**config.mk**
```make
export PLATFORM = sky130hd
export DESIGN_NAME = tone_bus_regs
export DESIGN_NICKNAME = d
export VERILOG_FILES = /design/src/rtl/tbus_pkg.sv /design/src/rtl/tbus_strobe.sv /design/src/rtl/tbus_ctrl.sv /design/src/rtl/tbus_rx.sv /design/src/rtl/tone_bus_regs.sv
export SDC_FILE = /design/constraint.sdc
export NUM_CORES = 1
export LEC_CHECK = 0
export BUFFER_PORTS_ARGS = -buffer_cell sky130_fd_sc_hd__buf_2
export CAP_MARGIN = 20
export CORE_ASPECT_RATIO = 0.75
export CORE_MARGIN = 2
export CORE_UTILIZATION = 40
export DETAILED_ROUTE_END_ITERATION = 8
export PLACE_DENSITY = 0.67
export RECOVER_POWER = 100
export REMOVE_ABC_BUFFERS = 1
export SLEW_MARGIN = 20
export SYNTH_ARGS = -nofsm -noshare
export SYNTH_HDL_FRONTEND = slang
export SYNTH_SLANG_ARGS = --single-unit
```
**constraint.sdc**
```tcl
create_clock -name clk -period 2.7 [get_ports clk]
set_input_delay 0.81 -clock clk [delete_from_list [all_inputs] [get_ports clk]]
set_output_delay 0.81 -clock clk [all_outputs]
set_load 0.01 [all_outputs]
```
**src/rtl/tbus_pkg.sv**
```systemverilog
package tbus_pkg;

    // First control register layout; bit positions are decoded by software.
    typedef struct packed {
        logic sel_b;    // bit 3: redirect next control write
        logic irq_en;   // bit 2
        logic cp_mode;  // bit 1
        logic tone_en;  // bit 0
    } ctrl_a_t;

    localparam int STAT_READY_BIT = 0;
    localparam int STAT_IRQ_BIT   = 1;

    // Interrupt request latched view (not the call-progress passthrough).
    function automatic logic irq_request(input ctrl_a_t c, input logic ready);
        return ready & c.irq_en & ~c.cp_mode;
    endfunction

    // Open-drain pull decision for the shared interrupt pin.
    function automatic logic irq_drive(input ctrl_a_t c, input logic ready,
                                       input logic square);
        if (!c.irq_en)
            return 1'b0;
        return c.cp_mode ? ~square : ready;
    endfunction

endpackage

```
**src/rtl/tbus_strobe.sv**
```systemverilog
module tbus_strobe (
    input  logic clk,
    input  logic rst,
    input  logic cs_n,
    input  logic rd_n,
    input  logic wr_n,
    input  logic rsel,
    output logic wr_pulse,
    output logic rd_act,
    output logic stat_done
);
    logic wr_act;
    logic wr_q;
    logic rd_q;
    logic rsel_q;

    assign wr_act = ~cs_n & ~wr_n;
    assign rd_act = ~cs_n & ~rd_n;

    always_ff @(posedge clk) begin
        if (rst) begin
            wr_q   <= 1'b0;
            rd_q   <= 1'b0;
            rsel_q <= 1'b0;
        end else begin
            wr_q <= wr_act;
            rd_q <= rd_act;
            if (rd_act)
                rsel_q <= rsel;
        end
    end

    assign wr_pulse  = wr_act & ~wr_q;
    assign stat_done = rd_q & ~rd_act & rsel_q;


    wr_once_chk: assert property (@(posedge clk) disable iff (rst)
        wr_pulse |=> !wr_pulse);

endmodule

```
**src/rtl/tbus_ctrl.sv**
```systemverilog
module tbus_ctrl
    import tbus_pkg::*;
#(
    parameter int DW = 4
) (
    input  logic          clk,
    input  logic          rst,
    input  logic          wr_pulse,
    input  logic          rsel,
    input  logic [DW-1:0] din,
    output ctrl_a_t       ctrl_a,
    output logic [DW-1:0] ctrl_b,
    output logic [DW-1:0] tx_code,
    output logic          tx_load
);
    always_ff @(posedge clk) begin
        if (rst) begin
            ctrl_a  <= '0;
            ctrl_b  <= '0;
            tx_code <= '0;
            tx_load <= 1'b0;
        end else begin
            tx_load <= 1'b0;
            if (wr_pulse) begin
                if (!rsel) begin
                    tx_code <= din;
                    tx_load <= 1'b1;
                end else if (ctrl_a.sel_b) begin
                    ctrl_b       <= din;
                    ctrl_a.sel_b <= 1'b0;
                end else begin
                    ctrl_a <= ctrl_a_t'(din[3:0]);
                end
            end
        end
    end


    redirect_clear_chk: assert property (@(posedge clk) disable iff (rst)
        (wr_pulse && rsel && ctrl_a.sel_b) |=> !ctrl_a.sel_b);


    tx_pulse_chk: assert property (@(posedge clk) disable iff (rst)
        tx_load |=> !tx_load);

endmodule

```
**src/rtl/tbus_rx.sv**
```systemverilog
module tbus_rx #(
    parameter int DW = 4
) (
    input  logic          clk,
    input  logic          rst,
    input  logic          rx_valid,
    input  logic [DW-1:0] rx_code,
    input  logic          stat_clr,
    output logic [DW-1:0] rx_data,
    output logic          rx_ready
);
    logic rv_q;
    logic rise;

    assign rise = rx_valid & ~rv_q;

    always_ff @(posedge clk) begin
        if (rst) begin
            rv_q     <= 1'b0;
            rx_data  <= '0;
            rx_ready <= 1'b0;
        end else begin
            rv_q <= rx_valid;
            if (rise) begin
                rx_data  <= rx_code;
                rx_ready <= 1'b1;
            end else if (stat_clr) begin
                rx_ready <= 1'b0;
            end
        end
    end


    rx_latch_chk: assert property (@(posedge clk) disable iff (rst)
        rise |=> (rx_ready && rx_data == $past(rx_code)));


    ready_clear_chk: assert property (@(posedge clk) disable iff (rst)
        (stat_clr && !rise) |=> !rx_ready);

endmodule

```
**src/rtl/tone_bus_regs.sv**
```systemverilog
module tone_bus_regs
    import tbus_pkg::*;
#(
    parameter int DW = 4
) (
    input  logic          clk,
    input  logic          rst,
    input  logic          cs_n,
    input  logic          rd_n,
    input  logic          wr_n,
    input  logic          rsel,
    input  logic [DW-1:0] data_in,
    output logic [DW-1:0] data_out,
    output logic          data_oe,
    input  logic          rx_valid,
    input  logic [DW-1:0] rx_code,
    input  logic          cp_square,
    output logic          irq_pull,
    output logic          ctl_tone_en,
    output logic          ctl_cp_mode,
    output logic          ctl_irq_en,
    output logic [DW-1:0] ctl_ext,
    output logic [DW-1:0] tx_code,
    output logic          tx_load
);
    logic          wr_pulse;
    logic          rd_act;
    logic          stat_done;
    ctrl_a_t       ctrl_a;
    logic [DW-1:0] rx_data;
    logic          rx_ready;
    logic [DW-1:0] status_w;

    tbus_strobe u_strobe (
        .clk       (clk),
        .rst       (rst),
        .cs_n      (cs_n),
        .rd_n      (rd_n),
        .wr_n      (wr_n),
        .rsel      (rsel),
        .wr_pulse  (wr_pulse),
        .rd_act    (rd_act),
        .stat_done (stat_done)
    );

    tbus_ctrl #(.DW(DW)) u_ctrl (
        .clk      (clk),
        .rst      (rst),
        .wr_pulse (wr_pulse),
        .rsel     (rsel),
        .din      (data_in),
        .ctrl_a   (ctrl_a),
        .ctrl_b   (ctl_ext),
        .tx_code  (tx_code),
        .tx_load  (tx_load)
    );

    tbus_rx #(.DW(DW)) u_rx (
        .clk      (clk),
        .rst      (rst),
        .rx_valid (rx_valid),
        .rx_code  (rx_code),
        .stat_clr (stat_done),
        .rx_data  (rx_data),
        .rx_ready (rx_ready)
    );

    always_comb begin
        status_w                 = '0;
        status_w[STAT_READY_BIT] = rx_ready;
        status_w[STAT_IRQ_BIT]   = irq_request(ctrl_a, rx_ready);
    end

    assign data_oe  = rd_act;
    assign data_out = rd_act ? (rsel ? status_w : rx_data) : '0;
    assign irq_pull = irq_drive(ctrl_a, rx_ready, cp_square);

    assign ctl_tone_en = ctrl_a.tone_en;
    assign ctl_cp_mode = ctrl_a.cp_mode;
    assign ctl_irq_en  = ctrl_a.irq_en;


    irq_source_chk: assert property (@(posedge clk) disable iff (rst)
        (irq_pull && !ctl_cp_mode) |-> rx_ready);


    no_select_write_chk: assert property (@(posedge clk) disable iff (rst)
        cs_n |=> ($stable(tx_code) && $stable(ctl_ext)));


    irq_quiet_chk: assert property (@(posedge clk) disable iff (rst)
        !ctl_irq_en |-> !irq_pull);

endmodule

```
# Yosys cells after proc, flatten, opt, wreduce, memory -nomap -nowiden
# Index checks and enable logic that the tools add are counted.
dict set report totals {
  out_inout_bits 18
  elab_cells 46
  inputBits 16
  reg_bits 22
}
dict set report classes {
  bitwise 19
  reduce_logical 6
  muxes 8
}
# cell n
set op_table {}
lappend op_table {{1-bit NOT} 11}
lappend op_table {{1-bit bitwise AND} 8}
lappend op_table {{4-bit two-way mux} 2}
lappend op_table {{1-bit two-way mux} 6}
lappend op_table {{3-bit AND reduction} 2}
lappend op_table {{2-bit AND reduction} 2}
lappend op_table {{2-bit nonzero test} 1}
lappend op_table {{2-bit OR reduction} 1}

# Logic depth before layout (Yosys ltp)
dict set report depth {
  depth_word 7
  depth_mapped 5
  ltp_nobuf 4
}

# Modules after synthesis
# A second synthesis with hierarchy kept.
dict set report hier_totals {
  hier_cells 88
  hier_area_um2 894.6
}
# module cells_each instances area_each_um2 seq_area_each_um2
set modules_own_cells {}
lappend modules_own_cells {tbus_ctrl 45 1 470.5 260.2}
lappend modules_own_cells {tbus_rx 22 1 246.5 120.1}
lappend modules_own_cells {tbus_strobe 12 1 105.1 60.1}
lappend modules_own_cells {tone_bus_regs 9 1 72.6 0.0}

# Worst setup path after synthesis
# Ideal clock, no wire load.
dict set report synth_path {
  kind {input to output}
  start {input port cs_n}
  end {output port data_out[3]}
  required_time_ps 1890
  path_stages 3
  slack_ps 392
  arrival_ps 1498
  cell_sequence {or2_1 > buf_2 > nor3b_1}
}
dict set report synth_via {
  elab_chain_cells 3
}
# element line_no
set synth_rtl {}
lappend synth_rtl {{start: declaration} tone_bus_regs.sv:8} ;# input logic cs_n,
lappend synth_rtl {{1-bit NOT} tbus_strobe.sv:18} ;# assign rd_act = ~cs_n & ~rd_n;
lappend synth_rtl {{1-bit bitwise AND} tbus_strobe.sv:18}
lappend synth_rtl {{4-bit two-way mux} tone_bus_regs.sv:75} ;# assign data_out = rd_act ? (rsel ? status_w : rx_data) : '0;
lappend synth_rtl {{end: declaration} tone_bus_regs.sv:13} ;# output logic [DW-1:0] data_out,
# Every way passes these cells.

# Final worst setup path
# Same ends and word-level chain as after synthesis.

==> key figures <==
Logic synthesis
  • Most area-hungry cell type in the Yosys netlist: dfxtp_1
  • Sequential area share after synthesis: 0.478
  • Post-Syn Area per Cell: slightly above 10 µm²
  • Yosys reg bits: 22
  • Post-synth cell types: 21
  • Synth area leaders: dfxtp_1 48%, mux2i_1 17%, nand2b_1 8.8%
  • Post-synth top area share: 0.478
  • Netlist Area Pre-Place: ~920 µm²
  • Synth warnings: 0
  • Gate Count Post-Synth: 90

Setup path
  • CP delay by family, top: simple AND/OR/NAND/NOR gates
  • Max stage delay on crit path: around 0.36 ns
  • Worst reg2reg path startpoint: u_strobe.wr_q
  • Critical Path AT: 1.71 ns
  • Worst setup EP type: output port
  • WP data required: 1.89 ns
  • Max stage delay cell, worst path: or2_0
  • Crit Path Class: in -> out
  • Number of buffers and inverters on the critical path: 2
  • Critical Path Fanout Max: 7
  • Reg-to-Reg End: u_ctrl.tx_code[0]
  • Crit start category: primary input
  • Worst path cell trace: buf_2 -> or2_0 -> nor3b_1 -> clkbuf_1
  • Worst R2R Path Depth: 3
  • Flop2flop setup slack: about 0.94 ns
  • CP Depth: 4

Run
  • Max Cap Viol: 0

Final layout
  • Post-Layout Inst Area: 1070 µm²
  • Final-layout fill cell count: between 200 and 250
  • Antenna diodes: 0
  • Most frequent cells in the layout: 22 x dfxtp_1, 19 x clkbuf_1, 16 x mux2i_1, 14 x buf_2, 13 x nand2b_1
  • Fin nets: 139
  • Area grow syn2layout: 16.6%
  • Final core occ: 0.481
  • Layout cells sized above 1: 0.157
  • Final Non-Filler Cells: between 100 and 150
  • Leading cell type in the layout, fill and taps excluded: dfxtp_1

Die
  • Die height: between 40 and 50 µm
  • Site row count: 15
  • Die Area: roughly 2700 µm²
  • Core footprint: 2230 µm²
  • I/O pin total: 34
  • Starting Density: 0.412
  • Die W: 59.4 µm

Drt
  • Iteration-0 DRC Markers: 12
  • Wire per inst: 12.0 µm
  • Via count: 694
  • Pre-antenna DRT Iters: 3
  • Vias/cell: 4.75
  • Drt total wl: 1750 µm
  • Routed Antenna Nets: 0
  • DR DRC count: 0

Timing
  • Setup violators final: 0
  • Relative slew slack: 0.170
  • RSZ-0062 raised after global routing: no
  • Tcrit/Tclk final: 0.932
  • Slew @ Worst Pin: around 1.2 ns
  • Layout Skew: around 0.0037 ns
  • Slew Viols, Final: 0
  • Final Hold Fails: 0
  • Max Clock Freq: approximately 400 MHz
  • Sum Neg Setup Slack: 0 ns
  • Min Tclk post-route: roughly 2.5 ns

Clock tree
  • Clk sinks: 22
  • CTS Hold Bufs: 0
  • Total CTS buffers: 3
  • Postcts setup bufs: 0
  • Clock transition at path regs: approximately 0.11 ns
  • Post-cts sizing count: 0
  • Clock Latency Late Sink: roughly 0.30 ns
  • H-tree level count: 1
  • CTS tree: done
  • CTS Buffer Depth: 2
  • Clock Tree Root: clkbuf_4

Placed design
  • PortBufs: 33
  • Dpl cell area: 1090 µm²
  • Placed cell count: ~140
  • GPL Wtd Cong: 0.768
  • HPWL after detailed placement: 1280 µm

Power
  • VDD IR max: about 330 µV
  • Final Total Pwr: between 500 and 600 µW
  • Leak: between 0.0004 and 0.0005 µW
  • Power per cell area: a little over 500 nW/µm²

Global route
  • Pin count of the biggest net entering global routing: 27
  • Antenna violations before repair: 0
  • First-pass GRT wire length: around 2700 µm
  • Global-route usage over all layers: 0.136
  • Vias in the first global route: 576
  • Overflow left after global routing: 0

Outcome
  • Run status: complete, no violations

Hold path
  • Hold_sp: u_strobe.rsel_q
  • Worst min path class: reg -> reg
  • Hold EP: u_strobe.rsel_q
  • Hold depth: 2
==> sequential cells by signal, indices dropped and copies added, names as in the netlist <==
signal           flops
u_ctrl.ctrl_a        4
u_ctrl.ctrl_b        4
u_ctrl.tx_code       4
u_ctrl.tx_load       1
u_rx.rv_q            1
u_rx.rx_data         4
u_rx.rx_ready        1
u_strobe.rd_q        1
u_strobe.rsel_q      1
u_strobe.wr_q        1
==> worst register-to-register path, cell delays in order, from the launching register on <==
cell	delay (ns)
dfxtp_1	0.35
nor4_1	0.94
mux2i_1	0.28
nor2_1	0.05
==> how the worst max path moves through the flow <==
stage                  end  from  slack, ns
6_report       data_out[3]  cs_n       0.18
5_1_grt        data_out[2]  cs_n       0.11
4_1_cts        data_out[3]  cs_n       0.24
3_5_place_dp   data_out[2]  cs_n       0.24
3_3_place_gp   data_out[3]  cs_n       0.26
2_1_floorplan  data_out[3]  cs_n       0.43
==> metal layers <==
layer  GRT usage  vias up  share of wire
met5           0        -              0
met4      0.0409        0         0.0080
met3      0.0511        2          0.037
met2       0.213       14           0.45
met1       0.174      315           0.51
li1            -      363              -
==> cells by family (layout without fill, tap and decap cells) <==
| group | count (synthesis) | after routing | synth area share |
|---|---|---|---|
| flops | 22 | 22 | 0.478 |
| buf+inv | 6 | 37 | 0.0340 |
| compound gates | 6 | 6 | 0.0408 |
| simple gates | 40 | 40 | 0.273 |
| mux | 16 | 16 | 0.174 |
==> area by class of cell <==
cell class                 instances  area, µm²  area share
multi-input combinational         62        434       0.404
sequential                        22        440       0.410
tap                               25       31.3      0.0291
inverter                           1       3.75     0.00350
clock buffer                       3       22.5      0.0210
timing repair buffer              33        141       0.132
==> stage by stage <==
stage | setup WS [ns] | hold slack (ns)
4_1_cts | 0.236 | 0.486
3_3_place_gp | 0.261 | 0.447
5_1_grt | 0.111 | 0.507
2_1_floorplan | 0.432 | 0.431
3_5_place_dp | 0.235 | 0.463
6_report | 0.183 | 0.486
==> synthesized netlist by cell type, drive strengths merged <==
cell type,instances
o211ai,1
inv,1
nand4b,1
buf,2
o211a,1
nand2,4
nor3,1
nor2,11
nand3b,1
nor4b,1
clkbuf,3
dfxtp,22
and2b,1
mux2i,16
nor2b,3
or2,1
a21oi,4
nor4,1
nor3b,2
nand2b,13
==> power breakdown <==
| group | total [µW] | switching [µW] | leakage, µW | internal [µW] |
|---|---|---|---|---|
| Clock | 144 | 91.6 | 0.0000138 | 52.0 |
| Sequential | 344 | 7.28 | 0.000179 | 336 |
| Combinational | 60.8 | 32.2 | 0.000257 | 28.7 |
No activity file was read; power rests on OpenSTA's default activity.
